### src/rtl/lbc_pkg.sv
package lbc_pkg;

  typedef struct packed {
    logic realWr;
    logic auxWr;
    logic done;
  } loadStrobe_t;

  // log2 of the ratio N / hop for each overlap code
  function automatic logic [1:0] hopShiftOf(input logic [2:0] mode);
    case (mode)
      3'b001, 3'b010, 3'b110: hopShiftOf = 2'd1;
      3'b011, 3'b100, 3'b111: hopShiftOf = 2'd2;
      default:                hopShiftOf = 2'd0;
    endcase
  endfunction

  // completed sequences per emitted pulse
  function automatic logic [2:0] decimOf(input logic [2:0] mode);
    case (mode)
      3'b010:  decimOf = 3'd2;
      3'b100:  decimOf = 3'd4;
      default: decimOf = 3'd1;
    endcase
  endfunction

endpackage

### src/rtl/lbc_ctrl.sv
module lbc_ctrl
  import lbc_pkg::*;
#(
  parameter int AW = 4
) (
  input  logic          clk,
  input  logic          rst,
  input  logic          inen,
  input  logic          defIn,
  input  logic [2:0]    overlapMode,
  input  logic [1:0]    devMode,
  input  logic          levelStyle,
  output loadStrobe_t   stb,
  output logic [AW-1:0] addrNext
);

  logic          inenQ, defQ, loading;
  logic [AW-1:0] offset;
  logic [1:0]    seg;
  logic [1:0]    decCnt;

  logic          inenRise, defRise, levelMode, startReq, go, last, decHit;
  logic [1:0]    shift;
  logic [2:0]    div;
  logic [31:0]   hopLen, segTerm;

  always_comb begin
    inenRise  = inen & ~inenQ;
    defRise   = defIn & ~defQ;
    levelMode = (devMode == 2'b00) && levelStyle;
    startReq  = inenRise | ((devMode != 2'b00) && levelStyle && defRise);
    go        = levelMode ? inen : (loading | startReq);
    shift     = hopShiftOf(overlapMode);
    div       = decimOf(overlapMode);
    hopLen    = 32'd1 << (AW - int'(shift));
    last      = (32'(offset) == hopLen - 32'd1);
    segTerm   = 32'(seg) << (AW - int'(shift));
    addrNext  = offset + segTerm[AW-1:0];
    decHit    = (div == 3'd1) || ({1'b0, decCnt} == div - 3'd1);
    stb.realWr = go;
    stb.auxWr  = go && (overlapMode != 3'b000);
    stb.done   = go && last && decHit;
  end

  always_ff @(posedge clk) begin
    if (rst) begin
      inenQ   <= 1'b0;
      defQ    <= 1'b0;
      loading <= 1'b0;
      offset  <= '0;
      seg     <= '0;
      decCnt  <= '0;
    end else begin
      inenQ <= inen;
      defQ  <= defIn;
      if (go) begin
        loading <= !levelMode && !last;
        if (last) begin
          offset <= '0;
          seg    <= seg + 2'd1;
          if (div == 3'd1 || decHit) decCnt <= '0;
          else                       decCnt <= decCnt + 2'd1;
        end else begin
          offset <= offset + 1'b1;
        end
      end
    end
  end

endmodule

### src/rtl/lbc_dpath.sv
module lbc_dpath
  import lbc_pkg::*;
#(
  parameter int AW     = 4,
  parameter int DATA_W = 12
) (
  input  logic              clk,
  input  logic              rst,
  input  loadStrobe_t       stb,
  input  logic [AW-1:0]     addrNext,
  input  logic [DATA_W-1:0] realIn,
  input  logic [DATA_W-1:0] auxIn,
  output logic [AW-1:0]     wrAddr,
  output logic              realWe,
  output logic              auxWe,
  output logic [DATA_W-1:0] realData,
  output logic [DATA_W-1:0] auxData,
  output logic              blockDone
);

  always_ff @(posedge clk) begin
    if (rst) begin
      wrAddr    <= '0;
      realWe    <= 1'b0;
      auxWe     <= 1'b0;
      realData  <= '0;
      auxData   <= '0;
      blockDone <= 1'b0;
    end else begin
      realWe    <= stb.realWr;
      auxWe     <= stb.auxWr;
      blockDone <= stb.done;
      if (stb.realWr) begin
        wrAddr   <= addrNext;
        realData <= realIn;
      end
      if (stb.auxWr) auxData <= auxIn;
    end
  end

endmodule

### src/rtl/block_load_ctrl.sv
module block_load_ctrl
  import lbc_pkg::*;
#(
  parameter int BLOCK_LEN = 16,
  parameter int DATA_W    = 12,
  localparam int AW       = $clog2(BLOCK_LEN)
) (
  input  logic              clk,
  input  logic              rst,
  input  logic              inen,
  input  logic              defIn,
  input  logic [2:0]        overlapMode,
  input  logic [1:0]        devMode,
  input  logic              levelStyle,
  input  logic [DATA_W-1:0] realIn,
  input  logic [DATA_W-1:0] auxIn,
  output logic [AW-1:0]     wrAddr,
  output logic              realWe,
  output logic              auxWe,
  output logic [DATA_W-1:0] realData,
  output logic [DATA_W-1:0] auxData,
  output logic              blockDone
);

  loadStrobe_t   stb;
  logic [AW-1:0] addrNext;

  lbc_ctrl #(.AW(AW)) u_ctrl (
    .clk(clk), .rst(rst), .inen(inen), .defIn(defIn),
    .overlapMode(overlapMode), .devMode(devMode), .levelStyle(levelStyle),
    .stb(stb), .addrNext(addrNext)
  );

  lbc_dpath #(.AW(AW), .DATA_W(DATA_W)) u_dpath (
    .clk(clk), .rst(rst), .stb(stb), .addrNext(addrNext),
    .realIn(realIn), .auxIn(auxIn),
    .wrAddr(wrAddr), .realWe(realWe), .auxWe(auxWe),
    .realData(realData), .auxData(auxData), .blockDone(blockDone)
  );

endmodule

### config.mk
export PLATFORM = sky130hd
export DESIGN_NAME = block_load_ctrl
export DESIGN_NICKNAME = d
export VERILOG_FILES = /design/src/rtl/lbc_pkg.sv /design/src/rtl/lbc_ctrl.sv /design/src/rtl/lbc_dpath.sv /design/src/rtl/block_load_ctrl.sv
export SDC_FILE = /design/constraint.sdc
export NUM_CORES = 1
export LEC_CHECK = 0
export ABC_AREA = 1
export BUFFER_PORTS_ARGS = -buffer_cell sky130_fd_sc_hd__buf_2
export CORE_ASPECT_RATIO = 1.4
export CORE_MARGIN = 1.5
export CORE_UTILIZATION = 49
export CTS_CLUSTER_DIAMETER = 120
export DETAILED_ROUTE_END_ITERATION = 6
export GPL_ROUTABILITY_DRIVEN = 0
export PLACE_DENSITY = 0.89
export SYNTH_ARGS = -nofsm -noshare
export SYNTH_HDL_FRONTEND = slang
export SYNTH_SLANG_ARGS = --single-unit
export TNS_END_PERCENT = 10
### constraint.sdc
create_clock -name clk -period 6.6 [get_ports clk]
set_clock_uncertainty 0.2 [all_clocks]
set_input_delay 0.66 -clock clk [delete_from_list [all_inputs] [get_ports clk]]
set_output_delay 0.66 -clock clk [all_outputs]
set_load 0.005 [all_outputs]
==> results of run 1 <==
-- state kept, by name (all words and copies together) (netlist names), 2 cells and up --
signal and flops:
u_ctrl.seg 2, u_dpath.auxData 12, u_ctrl.offset 4, u_dpath.wrAddr 4
u_ctrl.decCnt 2, u_dpath.realData 12
-- power breakdown --
group          total (W)  leakage, nW  internal (W)  switching, W
Combinational   0.000104        0.843     0.0000417     0.0000622
Sequential      0.000285        0.347      0.000275     0.0000107
Clock           0.000169       0.0408     0.0000756     0.0000935
-- metal layers --
metal | vias to the layer above | part of all wire [%]
met3 | 7 | 5.2
met5 | - | 0
met1 | 821 | 44
met2 | 50 | 49
met4 | 0 | 1.5
li1 | 965 | -
-- synthesized netlist by cell type (3+ instances only) --
cell	n
a21oi_1	21
nand2_2	5
nor3_1	3
buf_2	3
nand3_1	10
nand2_1	60
nor2_1	43
dfxtp_1	42
xor2_1	5
o21ai_0	18
ha_1	12
inv_1	23
clkbuf_1	3
-- critical path: cells and delay by family --
family,cells,cell delay (ns)
xor+xnor,1,0.18
compound gates,3,0.55
simple gates,6,0.56
fa+ha+maj,2,0.65
buf+inv,5,0.35
-- cell families (layout without fill, tap and decap cells) --
group | Yosys count | in the layout | share of synthesized area [%]
xor gates and xnor gates | 6 | 6 | 2.63
DFF | 42 | 42 | 42.2
AOI/OAI and AO/OA | 44 | 44 | 11.5
other | 1 | 1 | 0.188
adders and majority gates | 13 | 13 | 8.53
and+or+nand+nor | 128 | 128 | 27.5
buffers and inverters | 35 | 97 | 7.53
-- through the flow --
step / area, um^2 / total power (W) / util [%] / setup WS, ns
global route: 2400 / 0.000593 / 61.4 / 3.41
finish: 2400 / 0.000558 / 61.4 / 3.64
floorplan: 1990 / 0.000359 / - / 3.76
detailed placement: 2310 / 0.000396 / 59.0 / 3.35
CTS: 2400 / 0.000563 / 61.4 / 3.65
global placement: 2310 / 0.000392 / 59.0 / 3.50
-- layout by cell type (no fill, tap or decap), drive strengths merged, types with 2 or more instances in the layout --
cell and count:
a21oi 21, buf 64, clkbuf 5, clkinvlp 2, dfxtp 42, ha 12
inv 26, nand2 65, nand3 12, nor2 45, nor3 3, o21ai 21
xor2 5
-- area by class of cell --
| type | count | area [um^2] | share of cell area, % |
|---|---|---|---|
| multi-input cells | 192 | 1000 | 41.7 |
| flip-flops and latches | 42 | 841 | 35.0 |
| repair buffers | 64 | 320 | 13.3 |
| inverters | 25 | 93.8 | 3.90 |
| clock buffers | 5 | 68.8 | 2.86 |
| well taps | 43 | 53.8 | 2.24 |
| clock inverters | 3 | 23.8 | 0.989 |
-- worst paths after layout --
kind | cells past startpoint | endpoint | slack, ns
setup / recovery | 17 | u_dpath.wrAddr[3] | 3.64
hold / removal | 2 | u_dpath.realData[11] | 0.26
setup reg to reg | 14 | u_dpath.wrAddr[3] | 4.43
hold reg to reg | 2 | u_dpath.realData[11] | 0.26
==> flow_metrics.tcl, run 1 <==
set metrics [dict create \
    status "complete, no violations" \
    row_count 27 \
    clk_latency_ns 0.29 \
    path_max_fanout 7 \
    crit_top_cell "nand2_1" \
    dp_hpwl_um 2990 \
    nFillCells 356 \
    placedCellCount 366 \
    core_area_um2 3920 \
    clkTransAtPathRegs_ns 0.08 \
    dieArea_um2 4470 \
    cellPowerDensity_nw_per_um2 232 \
    grt_pass1_vias 1726 \
    cp_slowest_stage_delay_ns 0.34 \
    synth_async_sr_flop_share_pct 0 \
    grt.total_usage_pct 18.8 \
    maxCapViolations 0 \
    slew_viol_final 0 \
    grt_max_degree 27 \
    period_share_pct 44.9 \
    r2r_start "u_ctrl.seg[0]" \
    met1_usage_pct 21.8 \
    fin_crit_ns 2.96 \
    gr-total-overflow 0 \
    drt_wl_total_um 4060 \
    crit_required_ns 6.60 \
    die_x_um 56.9 \
    cts_buffers 5 \
    met2_usage_pct 33.4 \
    cp_slowest_cell "ha_1" \
    antenna_left 0 \
    die_y_um 78.5 \
    grt_pass1_wl_um 6930 \
    clock_sinks 42 \
    post_cts_buffers 0 \
    root_buffer "clkbuf_8" \
    grt_busiest_layer "met2" \
    dr_total_vias 1843 \
    cp.arrival_ns 2.96 \
    fin_cells 374 \
    firstDrtPassIters 4 \
    worst_pin_slew_ns 0.553 \
    drive_gt1_share_pct 25.4 \
    areaGrowthSynthToFinish_pct 20.6 \
    synth_largest_area_cell "dfxtp_1" \
    hold_ws_ns 0.263 \
    slew_headroom_pct 63.1 \
    endpoint_kind "flop" \
    worstPathCellList "buf_2 -> inv_1 -> o21bai_1 -> nand2_1 -> ha_1 -> inv_1 -> nand2_1 -> o31ai_1 -> ha_1 -> a21oi_1 -> nand2_1 -> xor2_1 -> inv_1 -> nand2_1 -> nand3_1 -> nand2_1 -> inv_1" \
    hold_class "reg -> reg" \
    wl_per_cell_um 10.9 \
    yosys_warnings 0 \
    yosysTopAreaCellShare_pct 42.2 \
    yosys.cell_types.count 31 \
    cts_tree "yes" \
    routed_via_density 4.93 \
    ys_top_cells_by_area "dfxtp_1 (42%), nand2_1 (11%), nor2_1 (8.1%), ha_1 (7.5%), a21oi_1 (5.3%)" \
    ys_seq_area_share_pct 42.2 \
    cts_resized 0 \
    drt_iter0_drc 77 \
    fin_setup_tns_ns 0 \
    path_class "in -> reg" \
    antenna_found_initial 0 \
    start_util_pct 50.9 \
    p_leak_nw 1.23 \
    cts_hold_buf 0 \
    rsz0062_at_grt "false" \
    hp-start "u_dpath.realData[11]" \
    portBuffers 64 \
    netlist_area_um2 1990 \
    ys.flop_type "dfxtp_1" \
    cts_buffer_depth 2 \
    synth_fp_nets 316 \
    setup.worst_path.start_class "input port" \
    fin_nets 377 \
    crit_start "overlapMode[0]" \
    synth_cells 269 \
    grt_use_met3_pct 4.28 \
    hold_viol 0 \
    timing.fmax_mhz 338 \
    ys_seq_elements 42 \
    drc_errors 0 \
    synth_area_per_cell_um2 7.41 \
    htree_levels 2 \
    finalSetupViolations 0 \
    synth_edf_count 0 \
    peakVddDrop_v 0.000192 \
    io-pin-count 65 \
    diodes 0 \
]
Power figures use the tool's default switching activity.
==> run 2: changes to the inputs <==
--- a/config.mk
+++ b/config.mk
@@ -5,7 +5,7 @@
 export SDC_FILE = /design/constraint.sdc
 export NUM_CORES = 1
 export LEC_CHECK = 0
-export ABC_AREA = 1
+export ABC_AREA = 0
 export BUFFER_PORTS_ARGS = -buffer_cell sky130_fd_sc_hd__buf_2
 export CORE_ASPECT_RATIO = 1.4
 export CORE_MARGIN = 1.5
==> constraint.sdc (replaced) <==
create_clock -name clk -period 3.1 [get_ports clk]
set_clock_uncertainty 0.2 [all_clocks]
set_input_delay 0.31 -clock clk [delete_from_list [all_inputs] [get_ports clk]]
set_output_delay 0.31 -clock clk [all_outputs]
set_load 0.005 [all_outputs]
==> run 2 against run 1 <==
  * Routed wire length up 1.5%
  * First-iteration DRC count down 70%
  * Sequential power up 110%
  * Sequential share of layout area down 1.5 points
  * Flip-flop and latch count unchanged
  * Clock power up 130%
  * Count of clock-buffer cells in the layout up 3
  * Die area down 0.30%
  * Total power up 120%
  * Core utilization up 2.7 points
  * Final area up 4.4%
  * Critical path depth down 4
==> flow_metrics.tcl, run 2 <==
set metrics [dict create \
    setup.worst_path.start_class "input port" \
    worstPathCellList "buf_2 -> or3b_4 -> and2_4 -> ha_4 -> buf_4 -> nor3b_1 -> a31oi_1 -> nor2_1 -> ha_1 -> a21oi_2 -> xnor2_1 -> or3_1 -> a311oi_1" \
    clk_latency_ns 0.28 \
    maxCapViolations 0 \
    layout_common_cells "buf_2 (64), dfxtp_1 (42), nand2_1 (37), nor2_1 (22), a21oi_1 (22)" \
    timing.fmax_mhz 354 \
    hold_ws_ns 0.0602 \
    htree_levels 2 \
    synth_common_cells "dfxtp_1 (42), nand2_1 (37), a21oi_1 (23)" \
    diodes 0 \
    placedCellCount 330 \
    p_leak_nw 1.21 \
    yosysTopAreaCellShare_pct 42.3 \
    synth_area_per_cell_um2 8.72 \
    crit_required_ns 3.10 \
    top_regs "u_dpath.auxData: 12 flops, u_dpath.realData: 12 flops" \
    ys_seq_area_share_pct 42.3 \
    ys_top_cells_by_area "dfxtp_1 (42%), ha_1 (7.6%), mux2i_1 (7.0%), nand2_1 (7.0%), a21oi_1 (5.8%)" \
    netlist_area_um2 1990 \
    cts_resized 0 \
    cts_hold_buf 0 \
    slew_viol_final 0 \
    cp_slowest_cell "or3b_4" \
    grt_max_degree 43 \
    wl_per_cell_um 12.2 \
    start_util_pct 50.7 \
    antenna_left 0 \
    ys.flop_type "dfxtp_1" \
    core_area_um2 3920 \
    dp_hpwl_um 3060 \
    synth_edf_count 0 \
    hold_class "in -> reg" \
    row_count 27 \
    finalSetupViolations 0 \
    endpoint_kind "flop" \
    status "complete, no violations" \
    pre_cts_ws_ns -0.0120 \
    gr-total-overflow 0 \
    io-pin-count 65 \
    post_cts_buffers 0 \
    yosys_warnings 0 \
    antenna_found_initial 0 \
    whs_path_depth 3 \
    synth_async_sr_flop_share_pct 0 \
    routed_via_density 5.16 \
    rr_endpoint "u_dpath.wrAddr[3]" \
    peakVddDrop_v 0.000417 \
    reg2reg_slack_ns 0.74 \
    cts_tree "yes" \
    die_y_um 78.4 \
    clock_sinks 42 \
    final_common_cell "buf_2" \
    synth_largest_area_cell "dfxtp_1" \
    rsz0062_at_grt "false" \
    reg2reg_depth 9 \
    fin_nets 341 \
    critical_path.top_delay_family "simple AND/OR/NAND/NOR gates" \
    areaGrowthSynthToFinish_pct 26.2 \
    fin_crit_ns 2.82 \
    firstDrtPassIters 4 \
    slew_headroom_pct 49.3 \
    drt_wl_total_um 4120 \
    cts_buffers 5 \
    fin_cells 338 \
    hp-start "realIn[7]" \
    ys_seq_elements 42 \
    grt_pass1_wl_um 7050 \
    yosys.cell_types.count 42 \
    synth_cells 228 \
    path_max_fanout 5 \
    drc_errors 0 \
    setup_slack_ns 0.279 \
    dieArea_um2 4450 \
    path_class "in -> reg" \
    dr_total_vias 1744 \
    cp.arrival_ns 2.82 \
    die_x_um 56.8 \
    hold_end "u_dpath.realData[7]" \
    synth_fp_nets 275 \
    r2r_start "u_ctrl.seg[0]" \
    worst_pin_slew_ns 0.759 \
    root_buffer "clkbuf_8" \
    cts_buffer_depth 2 \
    cp_slowest_stage_delay_ns 0.40 \
    path_buf_inv 2 \
    period_share_pct 91.0 \
    drive_gt1_share_pct 31.5 \
    clkTransAtPathRegs_ns 0.07 \
    hold_viol 0 \
    portBuffers 64 \
    grt_pass1_vias 1724 \
    drt_iter0_drc 23 \
    grt.total_usage_pct 19.7 \
    yosysMostFrequentCell "dfxtp_1" \
    cellPowerDensity_nw_per_um2 484 \
]
## run 2: report_power, final
group          total [W]  internal (W)  switching [W]  leakage [nW]
Clock           0.000395      0.000225       0.000170        0.0575
Combinational   0.000221      0.000105       0.000116         0.805
Sequential      0.000600      0.000578      0.0000219         0.346
Total            0.00121      0.000907       0.000308          1.21
## run 2: metrics by stage
step | area, um^2 | util (%) | total power (W) | TNS [ns]
after floorplan | 2040 | - | 0.000754 | 0
after global placement | 2400 | 61.2 | 0.000825 | 0
after detailed placement | 2400 | 61.2 | 0.000835 | -0.0120
after CTS | 2510 | 64.0 | 0.00123 | 0
after global routing | 2510 | 64.0 | 0.00128 | 0
final | 2510 | 64.0 | 0.00121 | 0
## run 2: area by class of cell
| class | count | area, um^2 |
|---|---|---|
| Tap cell | 43 | 53.8 |
| Clock buffer | 8 | 110 |
| Inverter | 7 | 26.3 |
| Multi-Input combinational cell | 165 | 1090 |
| Timing Repair Buffer | 73 | 388 |
| Sequential cell | 42 | 841 |
| Fill cell | 339 | 1410 |
## run 2: worst max path at each step
stage                               from                 to  cells past startpoint
after floorplan           overlapMode[1]  u_dpath.wrAddr[3]                     13
after global placement    overlapMode[1]  u_dpath.wrAddr[3]                     12
after detailed placement  overlapMode[1]  u_dpath.wrAddr[3]                     12
after CTS                 overlapMode[1]  u_dpath.wrAddr[3]                     13
after global routing      overlapMode[1]  u_dpath.wrAddr[3]                     13
final                     overlapMode[1]  u_dpath.wrAddr[3]                     13
## run 2: cells by family (layout without fill, tap and decap cells)
family / count (synthesis) / in the layout / share of synthesized area [%]
flops: 42 / 42 / 42.3
mux: 14 / 14 / 7.05
compound gates: 44 / 44 / 13.7
fa+ha+maj: 13 / 13 / 8.56
other cells: 1 / 1 / 0.189
xor+xnor: 5 / 5 / 2.20
buf+inv: 21 / 88 / 4.97
simple gates: 88 / 88 / 21.1
## run 2: worst reg2reg max path: stages (launching register included)
cell      delay, ns
dfxtp_1        0.39
mux2i_1        0.13
or3_4          0.37
inv_2          0.05
ha_1           0.21
a21o_1         0.16
a21oi_2        0.13
xnor2_1        0.09
or3_1          0.31
a311oi_1       0.24
## run 2: metal layers
layer | part of all wire [%] | track usage [%]
met5 | 0 | 0
met4 | 1.9 | 7.44
met3 | 4.8 | 4.45
met2 | 53 | 37.7
met1 | 40 | 20.4
==> run 3: changes to the inputs <==
--- a/config.mk
+++ b/config.mk
@@ -5,11 +5,12 @@
 export SDC_FILE = /design/constraint.sdc
 export NUM_CORES = 1
 export LEC_CHECK = 0
-export ABC_AREA = 0
+export ABC_AREA = 1
 export BUFFER_PORTS_ARGS = -buffer_cell sky130_fd_sc_hd__buf_2
 export CORE_ASPECT_RATIO = 1.4
 export CORE_MARGIN = 1.5
 export CORE_UTILIZATION = 49
+export CTS_BUF_LIST = sky130_fd_sc_hd__clkbuf_4 sky130_fd_sc_hd__clkbuf_8 sky130_fd_sc_hd__clkbuf_16
 export CTS_CLUSTER_DIAMETER = 120
 export DETAILED_ROUTE_END_ITERATION = 6
 export GPL_ROUTABILITY_DRIVEN = 0
==> run 3 against run 2 <==
  * First-iteration DRC count rose to 3.4 times the previous value
  * Register-to-register slack better by 0.21 ns
  * Critical path type unchanged
  * Non-clock buffer count down 8
  * Core utilization down 1.3 points
  * Global-route usage up 0.39 points
  * Cell count up 11%
  * Largest cell class unchanged
==> flow_metrics.tcl, run 3 (synthesis results as in run 1) <==
set metrics [dict create \
    path_class "in -> reg" \
    clkTransAtPathRegs_ns 0.08 \
    clk_latency_ns 0.30 \
    switching_share_pct 25.9 \
    nFillCells 342 \
    drt_wl_total_um 4270 \
    reg2reg_slack_ns 0.95 \
    cts_buffers 5 \
    setup.worst_path.start_class "input port" \
    fin_nets 378 \
    cp.arrival_ns 2.57 \
    cts_resized 0 \
    drt_iter0_drc 79 \
    antenna_left 0 \
    placedCellCount 367 \
    rr_endpoint "u_dpath.wrAddr[3]" \
    cp-endpoint "u_dpath.wrAddr[3]" \
    peakVddDrop_v 0.000498 \
    worst_pin_slew_ns 0.560 \
    root_buffer "clkbuf_8" \
    slew_viol_final 0 \
    postPlaceCellArea_um2 2320 \
    wl_per_cell_um 11.4 \
    pwr-share-seq_pct 45.2 \
    seq_area_um2 841 \
    finalSetupViolations 0 \
    finalInstanceArea_um2 2460 \
    dp_hpwl_um 3160 \
    gr-total-overflow 0 \
    areaGrowthSynthToFinish_pct 23.2 \
    die_y_um 78.5 \
    cellPowerDensity_nw_per_um2 548 \
    htree_levels 2 \
    top_regs "u_dpath.auxData: 12 flops, u_dpath.realData: 12 flops" \
    slew_headroom_pct 62.6 \
    routed_via_density 4.98 \
    grt_max_degree 22 \
    grt_pass1_vias 1714 \
    final_common_cell "buf_2" \
    rsz0062_at_grt "false" \
    row_count 27 \
    endpoint_kind "flop" \
    drc_errors 0 \
    core_area_um2 3920 \
    post_cts_buffers 0 \
    status "complete, no violations" \
    hold_class "in -> reg" \
    r2r_start "u_ctrl.seg[0]" \
    fin_cells 375 \
    p_leak_nw 1.26 \
    io-pin-count 65 \
    path_max_fanout 7 \
    p_comb_share_pct 16.6 \
    grt.total_usage_pct 20.1 \
    antenna_found_initial 0 \
    fin_setup_tns_ns 0 \
    crit_required_ns 3.11 \
    fin_crit_ns 2.56 \
    layout_common_cells "buf_2 (64), nand2_1 (60), nor2_1 (43), dfxtp_1 (42), inv_1 (23)" \
    firstDrtPassIters 4 \
    clock_sinks 42 \
    hold_viol 0 \
    dieArea_um2 4470 \
    cts_hold_buf 0 \
    portBuffers 64 \
    maxCapViolations 0 \
    cts_tree "yes" \
    timing.fmax_mhz 391 \
    p_int_w 0.000998 \
    p_clk_share_pct 38.3 \
    period_share_pct 82.5 \
    grt_pass1_wl_um 7130 \
    drive_gt1_share_pct 25.6 \
    crit_start "overlapMode[0]" \
    dr_total_vias 1866 \
    diodes 0 \
    cts_buffer_depth 2 \
    reg2reg_depth 14 \
    die_x_um 56.9 \
    start_util_pct 50.9 \
    multi_input_area_um2 1000 \
    switchingPower_w 0.000349 \
]
[run 3: cell types whose count changed in the layout (fill, tap and decap cells not counted), sizes merged, moves of 8 or more]
cell | previous run | this run
nand2 | 37 | 65
nor2 | 22 | 45
inv | 7 | 25
o21ai | 5 | 21
mux2i | 14 | 0
buf | 73 | 65
nand3 | 4 | 12
[run 3: how the worst min path moves through the flow]
stage | cells past startpoint | end | start | slack (ns)
after floorplan | 2 | u_ctrl.inenQ | inen | 0.22
after global placement | 2 | u_dpath.realData[3] | u_dpath.realData[3] | 0.25
after detailed placement | 2 | u_dpath.realData[3] | u_dpath.realData[3] | 0.25
after CTS | 3 | u_ctrl.defQ | defIn | 0.03
after global routing | 3 | u_ctrl.defQ | defIn | 0.04
final | 3 | u_ctrl.defQ | defIn | 0.04
[run 3: layout make-up]
| cell class | count | share of cell area (%) |
|---|---|---|
| Tap cell | 43 | 2.19 |
| Multi-Input combinational cell | 192 | 40.8 |
| Sequential cell | 42 | 34.2 |
| Timing Repair Buffer | 65 | 13.3 |
| Clock inverter | 3 | 2.80 |
| Inverter | 25 | 3.82 |
| Clock buffer | 5 | 2.80 |
[run 3: metrics by stage]
stage	power [W]	setup slack (ns)	hold slack, ns	util, %
2_1_floorplan	0.000764	0.607	0.217	-
3_3_place_gp	0.000837	0.374	0.246	59.2
3_5_place_dp	0.000845	0.246	0.249	59.2
4_1_cts	0.00136	0.570	0.0294	62.7
5_1_grt	0.00142	0.328	0.0412	62.7
6_report	0.00135	0.542	0.0383	62.7
[run 3: critical path, stage by stage]
cell and delay [ns]:
buf_2 0.11, inv_1 0.05, o21bai_1 0.15, nand2_1 0.19, ha_1 0.30, inv_1 0.13
nand2_1 0.09, o31ai_1 0.24, ha_1 0.31, a21oi_1 0.14, nand2_1 0.08, xor2_1 0.18
inv_1 0.06, nand2_1 0.06, nand3_1 0.07, nand2_1 0.06, inv_1 0.03
[run 3: power by group through the flow]
stage / sequential, W / clock, W / combinational [W]
finish: 0.000608 / 0.000515 / 0.000224
global route: 0.000614 / 0.000548 / 0.000258
CTS: 0.000609 / 0.000529 / 0.000225
detailed placement: 0.000621 / 0 / 0.000224
global placement: 0.000619 / 0 / 0.000218
floorplan: 0.000623 / 0 / 0.000141
[run 3: metal layers]
layer  up-vias  wire, um  GRT usage (%)
met4         0        70           7.67
met2        66      2150           35.7
met3         7       238           5.11
met1       819      1820           22.6
li1        974         -              -
met5         -         0              0
